===== src/rtl/dma_burst_pkg.sv =====
package dma_burst_pkg;

  // Control-to-datapath strobes
  typedef struct packed {
    logic captureCfg;   // latch base/length, clear index
    logic xferStep;     // acknowledged virtual access this cycle
    logic burstActive;  // a burst is running
  } burst_strobe_t;

  typedef enum logic {ST_IDLE, ST_BURST} burst_state_t;

endpackage


===== src/rtl/dma_burst_ctrl.sv =====
module dma_burst_ctrl
  import dma_burst_pkg::*;
(
  input  logic          clk,
  input  logic          rstN,
  input  logic          trigEvent,
  input  logic          virtHit,
  input  logic          dmaAck,
  input  logic          isLast,
  output logic          dmaReq,
  output burst_strobe_t strb
);

  burst_state_t state, stateNext;

  always_comb begin
    strb      = '0;
    stateNext = state;
    unique case (state)
      ST_IDLE: begin
        if (trigEvent) begin
          strb.captureCfg = 1'b1;
          stateNext       = ST_BURST;
        end
      end
      ST_BURST: begin
        strb.burstActive = 1'b1;
        if (virtHit && dmaAck) begin
          strb.xferStep = 1'b1;
          if (isLast) stateNext = ST_IDLE;
        end
      end
      default: stateNext = ST_IDLE;
    endcase
  end

  always_ff @(posedge clk) begin
    if (!rstN) state <= ST_IDLE;
    else       state <= stateNext;
  end

  assign dmaReq = (state == ST_BURST);

  assert_req_after_event_R2: assert property (@(posedge clk) disable iff (!rstN)
    (!dmaReq && trigEvent) |=> dmaReq);

  assert_idle_holds_R2: assert property (@(posedge clk) disable iff (!rstN)
    (!dmaReq && !trigEvent) |=> !dmaReq);

  assert_req_drop_last_R3: assert property (@(posedge clk) disable iff (!rstN)
    (dmaReq && virtHit && dmaAck && isLast) |=> !dmaReq);

  assert_req_hold_R7: assert property (@(posedge clk) disable iff (!rstN)
    (dmaReq && !(virtHit && dmaAck)) |=> dmaReq);

endmodule


===== src/rtl/dma_burst_datapath.sv =====
module dma_burst_datapath
  import dma_burst_pkg::*;
#(
  parameter int DATA_W    = 32,
  parameter int ADDR_W    = 6,
  parameter int NUM_REGS  = 24,
  parameter int VIRT_ADDR = 63,
  parameter int BASE_W    = 5,
  parameter int LEN_W     = 5
) (
  input  logic                clk,
  input  logic                rstN,
  input  burst_strobe_t       strb,
  input  logic [BASE_W-1:0]   burstBase,
  input  logic [LEN_W-1:0]    burstLen,
  input  logic                busSel,
  input  logic                busWrite,
  input  logic [ADDR_W-1:0]   busAddr,
  input  logic [DATA_W/8-1:0] busByteEn,
  input  logic [DATA_W-1:0]   busWdata,
  output logic [DATA_W-1:0]   busRdata,
  output logic                virtHit,
  output logic                isLast
);

  localparam int BE_W  = DATA_W / 8;
  localparam int TGT_W = ((BASE_W > LEN_W) ? BASE_W : LEN_W) + 1;
  localparam int EFF_W = (ADDR_W > TGT_W) ? ADDR_W : TGT_W;

  logic [BASE_W-1:0] capBase;
  logic [LEN_W-1:0]  capLen;
  logic [LEN_W-1:0]  idx;

  // Burst configuration and transfer index
  always_ff @(posedge clk) begin
    if (!rstN) begin
      capBase <= '0;
      capLen  <= '0;
      idx     <= '0;
    end else if (strb.captureCfg) begin
      capBase <= burstBase;
      capLen  <= burstLen;
      idx     <= '0;
    end else if (strb.xferStep) begin
      idx <= idx + LEN_W'(1);
    end
  end

  assign isLast  = (idx == capLen);
  assign virtHit = busSel && (busAddr == ADDR_W'(VIRT_ADDR));

  // Effective target selection
  logic [EFF_W-1:0] target;
  logic [EFF_W-1:0] effAddr;
  logic             effValid;
  logic             inRange;
  logic             wrEn;

  assign target = EFF_W'(capBase) + EFF_W'(idx);

  always_comb begin
    if (virtHit) begin
      effValid = strb.xferStep;
      effAddr  = target;
    end else begin
      effValid = busSel;
      effAddr  = EFF_W'(busAddr);
    end
  end

  assign inRange = effValid && (effAddr < EFF_W'(NUM_REGS));
  assign wrEn    = inRange && busWrite;

  // Target register array
  logic [DATA_W-1:0] regs [NUM_REGS];

  always_ff @(posedge clk) begin
    if (!rstN) begin
      for (int r = 0; r < NUM_REGS; r++) regs[r] <= '0;
    end else if (wrEn) begin
      for (int r = 0; r < NUM_REGS; r++) begin
        if (effAddr == EFF_W'(r)) begin
          for (int b = 0; b < BE_W; b++) begin
            if (busByteEn[b]) regs[r][b*8 +: 8] <= busWdata[b*8 +: 8];
          end
        end
      end
    end
  end

  always_comb begin
    busRdata = '0;
    for (int r = 0; r < NUM_REGS; r++) begin
      if (inRange && (effAddr == EFF_W'(r))) busRdata = regs[r];
    end
  end

  assert_idx_bounded_R3: assert property (@(posedge clk) disable iff (!rstN)
    strb.burstActive |-> (idx <= capLen));

  assert_cfg_held_R6: assert property (@(posedge clk) disable iff (!rstN)
    (strb.burstActive && !strb.captureCfg) |=> ($stable(capBase) && $stable(capLen)));

endmodule


===== src/rtl/dma_burst_redirect.sv =====
module dma_burst_redirect
  import dma_burst_pkg::*;
#(
  parameter int DATA_W    = 32,
  parameter int ADDR_W    = 6,
  parameter int NUM_REGS  = 24,
  parameter int VIRT_ADDR = 63,
  parameter int BASE_W    = 5,
  parameter int LEN_W     = 5
) (
  input  logic                clk,
  input  logic                rstN,
  input  logic                trigEvent,
  input  logic [BASE_W-1:0]   burstBase,
  input  logic [LEN_W-1:0]    burstLen,
  input  logic                busSel,
  input  logic                busWrite,
  input  logic [ADDR_W-1:0]   busAddr,
  input  logic [DATA_W/8-1:0] busByteEn,
  input  logic [DATA_W-1:0]   busWdata,
  output logic [DATA_W-1:0]   busRdata,
  output logic                dmaReq,
  input  logic                dmaAck
);

  burst_strobe_t strb;
  logic          virtHit;
  logic          isLast;

  dma_burst_ctrl u_ctrl (
    .clk       (clk),
    .rstN      (rstN),
    .trigEvent (trigEvent),
    .virtHit   (virtHit),
    .dmaAck    (dmaAck),
    .isLast    (isLast),
    .dmaReq    (dmaReq),
    .strb      (strb)
  );

  dma_burst_datapath #(
    .DATA_W    (DATA_W),
    .ADDR_W    (ADDR_W),
    .NUM_REGS  (NUM_REGS),
    .VIRT_ADDR (VIRT_ADDR),
    .BASE_W    (BASE_W),
    .LEN_W     (LEN_W)
  ) u_dp (
    .clk       (clk),
    .rstN      (rstN),
    .strb      (strb),
    .burstBase (burstBase),
    .burstLen  (burstLen),
    .busSel    (busSel),
    .busWrite  (busWrite),
    .busAddr   (busAddr),
    .busByteEn (busByteEn),
    .busWdata  (busWdata),
    .busRdata  (busRdata),
    .virtHit   (virtHit),
    .isLast    (isLast)
  );

  assert_rdata_quiet_R12: assert property (@(posedge clk) disable iff (!rstN)
    !busSel |-> (busRdata == '0));

endmodule


===== config.mk =====
export PLATFORM = sky130hd
export DESIGN_NAME = dma_burst_redirect
export DESIGN_NICKNAME = d
export VERILOG_FILES = /design/src/rtl/dma_burst_pkg.sv /design/src/rtl/dma_burst_ctrl.sv /design/src/rtl/dma_burst_datapath.sv /design/src/rtl/dma_burst_redirect.sv
export SDC_FILE = /design/constraint.sdc
export NUM_CORES = 1
export LEC_CHECK = 0
export ABC_AREA = 1
export BUFFER_PORTS_ARGS = -buffer_cell sky130_fd_sc_hd__buf_2
export CAP_MARGIN = 10
export CORE_AREA = 2 2 375 377
export DETAILED_ROUTE_END_ITERATION = 8
export DIE_AREA = 0 0 377 379
export HOLD_SLACK_MARGIN = 0.06
export SLEW_MARGIN = 0
export SYNTH_ARGS = -nofsm -noshare
export SYNTH_HDL_FRONTEND = slang
export SYNTH_SLANG_ARGS = --single-unit

===== constraint.sdc =====
create_clock -name clk -period 3.6 [get_ports clk]
set_clock_uncertainty 0.15 [all_clocks]
set_input_delay 0.54 -clock clk [delete_from_list [all_inputs] [get_ports clk]]
set_output_delay 0.54 -clock clk [all_outputs]
set_load 0.05 [all_outputs]

[Yosys cells after proc, flatten, opt, wreduce, memory -nomap -nowiden]
Memory sizes are Yosys's and may differ from the RTL's.
Cells that the tools add are included.
Storage, ports and cells
  register bits: 16
  memory bits (writable): 768
  bits of input ports: 58
  output and inout bits: 33
  logic and storage cells: 679
  memories: 1
Cells by class
  $add $sub $neg: 2
  order comparisons: 1
  equality and inequality tests: 25
  muxes and demuxes: 518
  bitwise operators: 98
  reduce and logical (&&, ||, !) cells: 30
Memories
  u_dp.regs: words 24, bits a word 32, read ports 24, clocked after Yosys merged registers in 0, wr ports 24, line dma_burst_datapath.sv:75  | logic [DATA_W-1:0] regs [NUM_REGS];
Operators with widths (count)
  $mux 32: 24
  $mux 8: 96
  $mux 1: 395
  $or 1x1->1: 96
  $eq 6x4->1 const B: 8
  $eq 6x5->1 const B: 8
  $logic_and 1x1->1: 28
  $eq 6x3->1 const B: 4
  $eq 6x2->1 const B: 2
  $add 5x5->6: 1
  $eq 6x1->1 const B: 1
  $eq 6x6->1 const B: 1
  $logic_not 6->1: 1
  $lt 6x5->1 const B: 1
  $mux 6: 1
  $add 5x1->5 const B: 1
  $eq 5x5->1: 1
  $mux 2: 1
  $not 1->1: 2
  $pmux 1 s2: 1
  $reduce_or 2->1: 1

[Logic depth before layout (Yosys ltp)]
  word-level depth: 32
  depth in mapped cells: 27
  mapped depth without buffers: 27

[Modules after synthesis]
A second synthesis with hierarchy kept.
Second synthesis, totals
  cells, all modules: 3327
  area, all modules: 34122.7 um^2
Modules (own cells, without submodules)
  dma_burst_datapath: times used 1, cells an instance 3317, area an instance 34055.2 um^2, seq. area each 23362.4 um^2
  dma_burst_ctrl: times used 1, cells an instance 10, area an instance 67.6 um^2, seq. area each 20.0 um^2

[Worst setup path after synthesis]
No wires, ideal clock.
  path type: register to output
  start point: register u_dp.idx[0]
  end point: output port busRdata[1]
  arrival: 3.360 ns
  setup slack: -0.450 ns
  cell stages (with the launch flop): 28
  buffers on the path: 2
  cells stage by stage: dfxtp_1 -> ha_1 -> inv_1 -> fa_1 -> inv_1 -> nand2_1 -> nand2_1 -> nand3_1 -> nand3_1 -> nand2_2 -> nor2_1 -> nor2_4 -> buf_4 -> buf_2 -> nand3_1 -> nand3_1 -> nor2_1 -> nand4_1 -> nor2_1 -> nand4_1 -> nor2_1 -> nand3_1 -> nor2_1 -> nand3_1 -> nand2_1 -> nand3_1 -> nand2_1 -> nand4_1
Between the ends
  longest elaborated chain between the ends: 29
RTL lines
  start: declaration: line dma_burst_datapath.sv:32  | logic [LEN_W-1:0] idx;
  start signal: assignment: line dma_burst_datapath.sv:45  | idx <= idx + LEN_W'(1);
  $add 5x5->6 (*): line dma_burst_datapath.sv:59  | assign target = EFF_W'(capBase) + EFF_W'(idx);
  $mux 6 (*): line dma_burst_datapath.sv:62  | if (virtHit) begin
  $lt 6x5->1: line dma_burst_datapath.sv:71  | assign inRange = effValid && (effAddr < EFF_W'(NUM_REGS));
  $logic_and 1x1->1: line dma_burst_datapath.sv:71
  $logic_and 1x1->1: line dma_burst_datapath.sv:94  | if (inRange && (effAddr == EFF_W'(r))) busRdata = regs[r];
  $mux 32 (23 in a row): line dma_burst_datapath.sv:94
  $mux 32 (*): line dma_burst_datapath.sv:94
  end: declaration: line dma_burst_redirect.sv:21  | output logic [DATA_W-1:0] busRdata,
Every way passes the cells marked *; elsewhere a longest branch is shown, timed or not.

[Final worst setup path]
  start point: register u_dp.capBase[0]
  end point: output port busRdata[13]
Between the ends
  longest elaborated chain between the ends: 29
RTL lines
  start: declaration: line dma_burst_datapath.sv:30  | logic [BASE_W-1:0] capBase;
  start signal: assignment: line dma_burst_datapath.sv:41  | capBase <= burstBase;
  $add 5x5->6 (*): line dma_burst_datapath.sv:59
  $mux 6 (*): line dma_burst_datapath.sv:62
  $lt 6x5->1: line dma_burst_datapath.sv:71
  $logic_and 1x1->1: line dma_burst_datapath.sv:71
  $logic_and 1x1->1: line dma_burst_datapath.sv:94
  $mux 32 (23 in a row): line dma_burst_datapath.sv:94
  $mux 32 (*): line dma_burst_datapath.sv:94
Marks and branches as above.

==> flow_summary.yaml <==
routing:
  firstDrtPassIters: 6
  routed_wl_mm: 91.11
  vias: 25170
  drc_errors: 0
  wl_per_cell_um: 15.93
  drt-initial-drc-count: 2146
  drtAntennaViolNets: 0
  routed_via_density: 4.401
synth:
  ys_types: 32
  synth_largest_area_cell: "edfxtp_1"
  syn-num-nets: 3500
  syn_inst: 3435
  synth_top_cells_by_area: "edfxtp_1 67%, nand2_1 9.7%, nor2_1 8.9%"
  netlist_area_sq_um: 34560
  synth-async-reset-ratio_pct: 0
  synthFlopType: "edfxtp_1"
  synth.avg_cell_area_sq_um: 10.06
  yosysWarnings: 0
  seq_area_frac_synth_pct: 67.66
  synth_top_area_share_pct: 66.74
  ys_ff_latch: 784
  synth_edf_count: 768
floorplanning:
  start_util_pct: 24.89
  die-area_sq_um: 142900
  die_h_um: 379
  die_width_um: 377
  num_rows: 137
  ios: 91
  core-area_sq_um: 138800
worst_setup_path:
  start_kind: "register"
  reg2reg_setup_slack_ns: 0.15
  crit_fanout: 10
  cp_data_arrival_time_ns: 4.27
  cpPeakStageDelay_ns: 0.35
  worstPathRequired_ns: 2.91
  crit_slowest_cell: "dfxtp_2"
  r2r_end: "u_dp.regs[0][668]"
  worstReg2RegStart: "u_dp.capBase[0]"
  worst-path-buf-inv: 8
  path_class: "register to output port"
  critPathTopFamily: "simple AND/OR/NAND/NOR gates"
  endpoint_kind: "output port"
  rr_worst_depth: 20
timing:
  relSlewSlack_pct: 53.61
  rsz0062_at_grt: "true"
  hold_viol_final: 0
  final.setup.worst_slack_ns: -1.361
  report.final.slew_viol_count: 0
  fmax_ghz: 0.2016
  worst_hold_slack_ns: 0.1399
  worst_pin_slew_ns: 0.6933
  setup_viol: 32
  post-route-period-util_pct: 137.8
  fin_crit_ns: 4.961
clock_network:
  clk_pin_slew_ns: 0.06
  clockBufferDepth: 3
  cts_made_buffers: 82
  clk_latency_ns: 0.62
  cts_tree: "yes"
  cts.sinks: 784
  cts_root_buf: "clkbuf_16"
  htree_levels: 3
finish:
  utilization_pct: 31.80
  drive_gt1_share_pct: 24.03
  final_nets: 3916
  area_growth_pct: 27.77
  fill_cells: 14010
  diodes: 0
place:
  gp_congestion: 0.8125
  port_buffers: 90
  dp_hpwl_mm: 63.82
grt:
  first_global_vias: 24330
  grt_usage_pct: 12.36
  grt_overflow: 0
  grt_max_degree: 83
  antenna_found_initial: 0
  grt_pass1_wl_mm: 137.7
pwr:
  seqPwrFrac_pct: 53.9
  p_sw_share_pct: 21.52
  powerDensity_nw_per_um2: 439.5
  p_int_mw: 15.23
  p_comb_share_pct: 5.0
  p_clk_share_pct: 41.1
  irDropWorstVdd_v: 0.0002876
  p_switching_mw: 4.176
  power.leakage_nw: 17.31
worst_hold_path:
  holdPathEnd: "u_dp.capBase[1]"
  hold_start: "burstBase[1]"
  min_path_cells: 3
  hold_class: "primary input to register"
status:
  violations: "setup timing"
  outcome: "finished, violations left"
flow_run:
  drv_cap: 0
worst max path at each step:
stage / start / cells past startpoint / to
6_report: u_dp.capBase[0] / 27 / busRdata[13]
5_1_grt: u_dp.capBase[0] / 27 / busRdata[13]
4_1_cts: u_dp.capBase[0] / 26 / busRdata[3]
3_5_place_dp: u_dp.capBase[0] / 26 / busRdata[3]
3_3_place_gp: u_dp.capBase[0] / 28 / busRdata[7]
2_1_floorplan: u_dp.idx[0] / 24 / busRdata[11]
routing by layer:
| layer | vias to the layer above | GRT usage (%) | share of wire, % |
|---|---|---|---|
| li1 | 12110 | - | - |
| met4 | 0 | 2.800 | 1.8 |
| met3 | 105 | 2.043 | 6.1 |
| met1 | 12230 | 17.32 | 46 |
| met2 | 721 | 19.94 | 46 |
| met5 | - | 0 | 0 |
registers in the layout (all words and copies together), names as in the netlist:
register       cells
u_ctrl.dmaReq      1
u_dp.capLen        5
u_dp.capBase       5
u_dp.regs        768
u_dp.idx           5
metrics by stage:
step | cells | worst slack (ns) | power (mW) | TNS, ns | cell area (sq um)
3_3_place_gp | 5520 | -0.8303 | 11.49 | -24.28 | 39980
3_5_place_dp | 5520 | -0.8245 | 11.51 | -24.38 | 39980
2_1_floorplan | 3435 | -0.2449 | 11.08 | -1.858 | 34880
5_1_grt | 5718 | -1.657 | 19.97 | -49.18 | 44150
6_report | 5718 | -1.361 | 19.41 | -40.40 | 44150
4_1_cts | 5688 | -1.354 | 19.46 | -40.32 | 43190
synthesized netlist by cell type (4+ instances only):
| master | number |
|---|---|
| nand2_1 | 895 |
| nor2_1 | 819 |
| edfxtp_1 | 768 |
| inv_1 | 283 |
| nand4_1 | 138 |
| nand3_1 | 134 |
| clkbuf_1 | 100 |
| or2_2 | 70 |
| nand2_2 | 46 |
| o21ai_0 | 39 |
| buf_2 | 29 |
| or2_0 | 21 |
| dfxtp_1 | 16 |
| o21ai_1 | 11 |
| nor2_2 | 9 |
| a21oi_1 | 8 |
| buf_4 | 7 |
| ha_1 | 6 |
| inv_2 | 6 |
| or2_1 | 6 |
| nor2_4 | 5 |
| xor2_1 | 4 |
cell usage in the layout, fill, tap and decap left out, types with 24 or more instances in the layout:
cell / instances
nand2_1: 781
or2_2: 67
buf_2: 57
inv_1: 277
clkbuf_1: 31
buf_6: 39
nand2_2: 144
buf_4: 298
buf_12: 46
nand4_1: 138
nor2_4: 24
nor2_1: 765
nand3_1: 81
clkbuf_16: 90
nor2_2: 44
edfxtp_1: 768
o21ai_0: 32
nand3_2: 39
tightest hold or removal path: stages:
cell and delay, ns:
buf_2 0.08, o21ai_0 0.10, a21oi_1 0.14
kinds of logic (layout without fill, tap and decap cells):
logic type	count (synthesis)	in the layout	share of synthesized area (%)
AND/OR/NAND/NOR	2146	2146	26.07
flip-flops	784	784	67.66
buffers and inverters	431	907	4.928
AO/OA/AOI/OAI	60	60	0.8871
adder cells (fa/ha/maj)	7	7	0.2752
XOR/XNOR	7	7	0.1774
power by group through the flow:
| stage | combinational, mW | clock [mW] | sequential (mW) |
|---|---|---|---|
| 3_5_place_dp | 0.853 | 0 | 10.7 |
| 2_1_floorplan | 0.449 | 0 | 10.6 |
| 3_3_place_gp | 0.841 | 0 | 10.6 |
| 6_report | 0.968 | 7.97 | 10.5 |
| 4_1_cts | 0.904 | 8.09 | 10.5 |
| 5_1_grt | 1.04 | 8.44 | 10.5 |
layout make-up:
| cell class | instances | area (sq um) | share of cell area, % |
|---|---|---|---|
| clock buffers | 118 | 2271 | 5.143 |
| inverters | 290 | 1091 | 2.471 |
| clock inverters | 26 | 192.7 | 0.4364 |
| multi-input cells | 2220 | 10530 | 23.85 |
| repair buffers | 473 | 4418 | 10.01 |
| flip-flops and latches | 784 | 23390 | 52.97 |
| well taps | 1807 | 2261 | 5.121 |
timing repair:
action                                 in CTS  in global routing
hold buffers                                9                  0
cloned                                      2                  7
setup endpoints to repair                  32                616
pin swaps                                  39                122
endpoints found under the hold margin       9                  0
setup buffers                              13                 25
gates resized for setup                   147                194
Note: power is estimated with default switching activity, not from simulation.
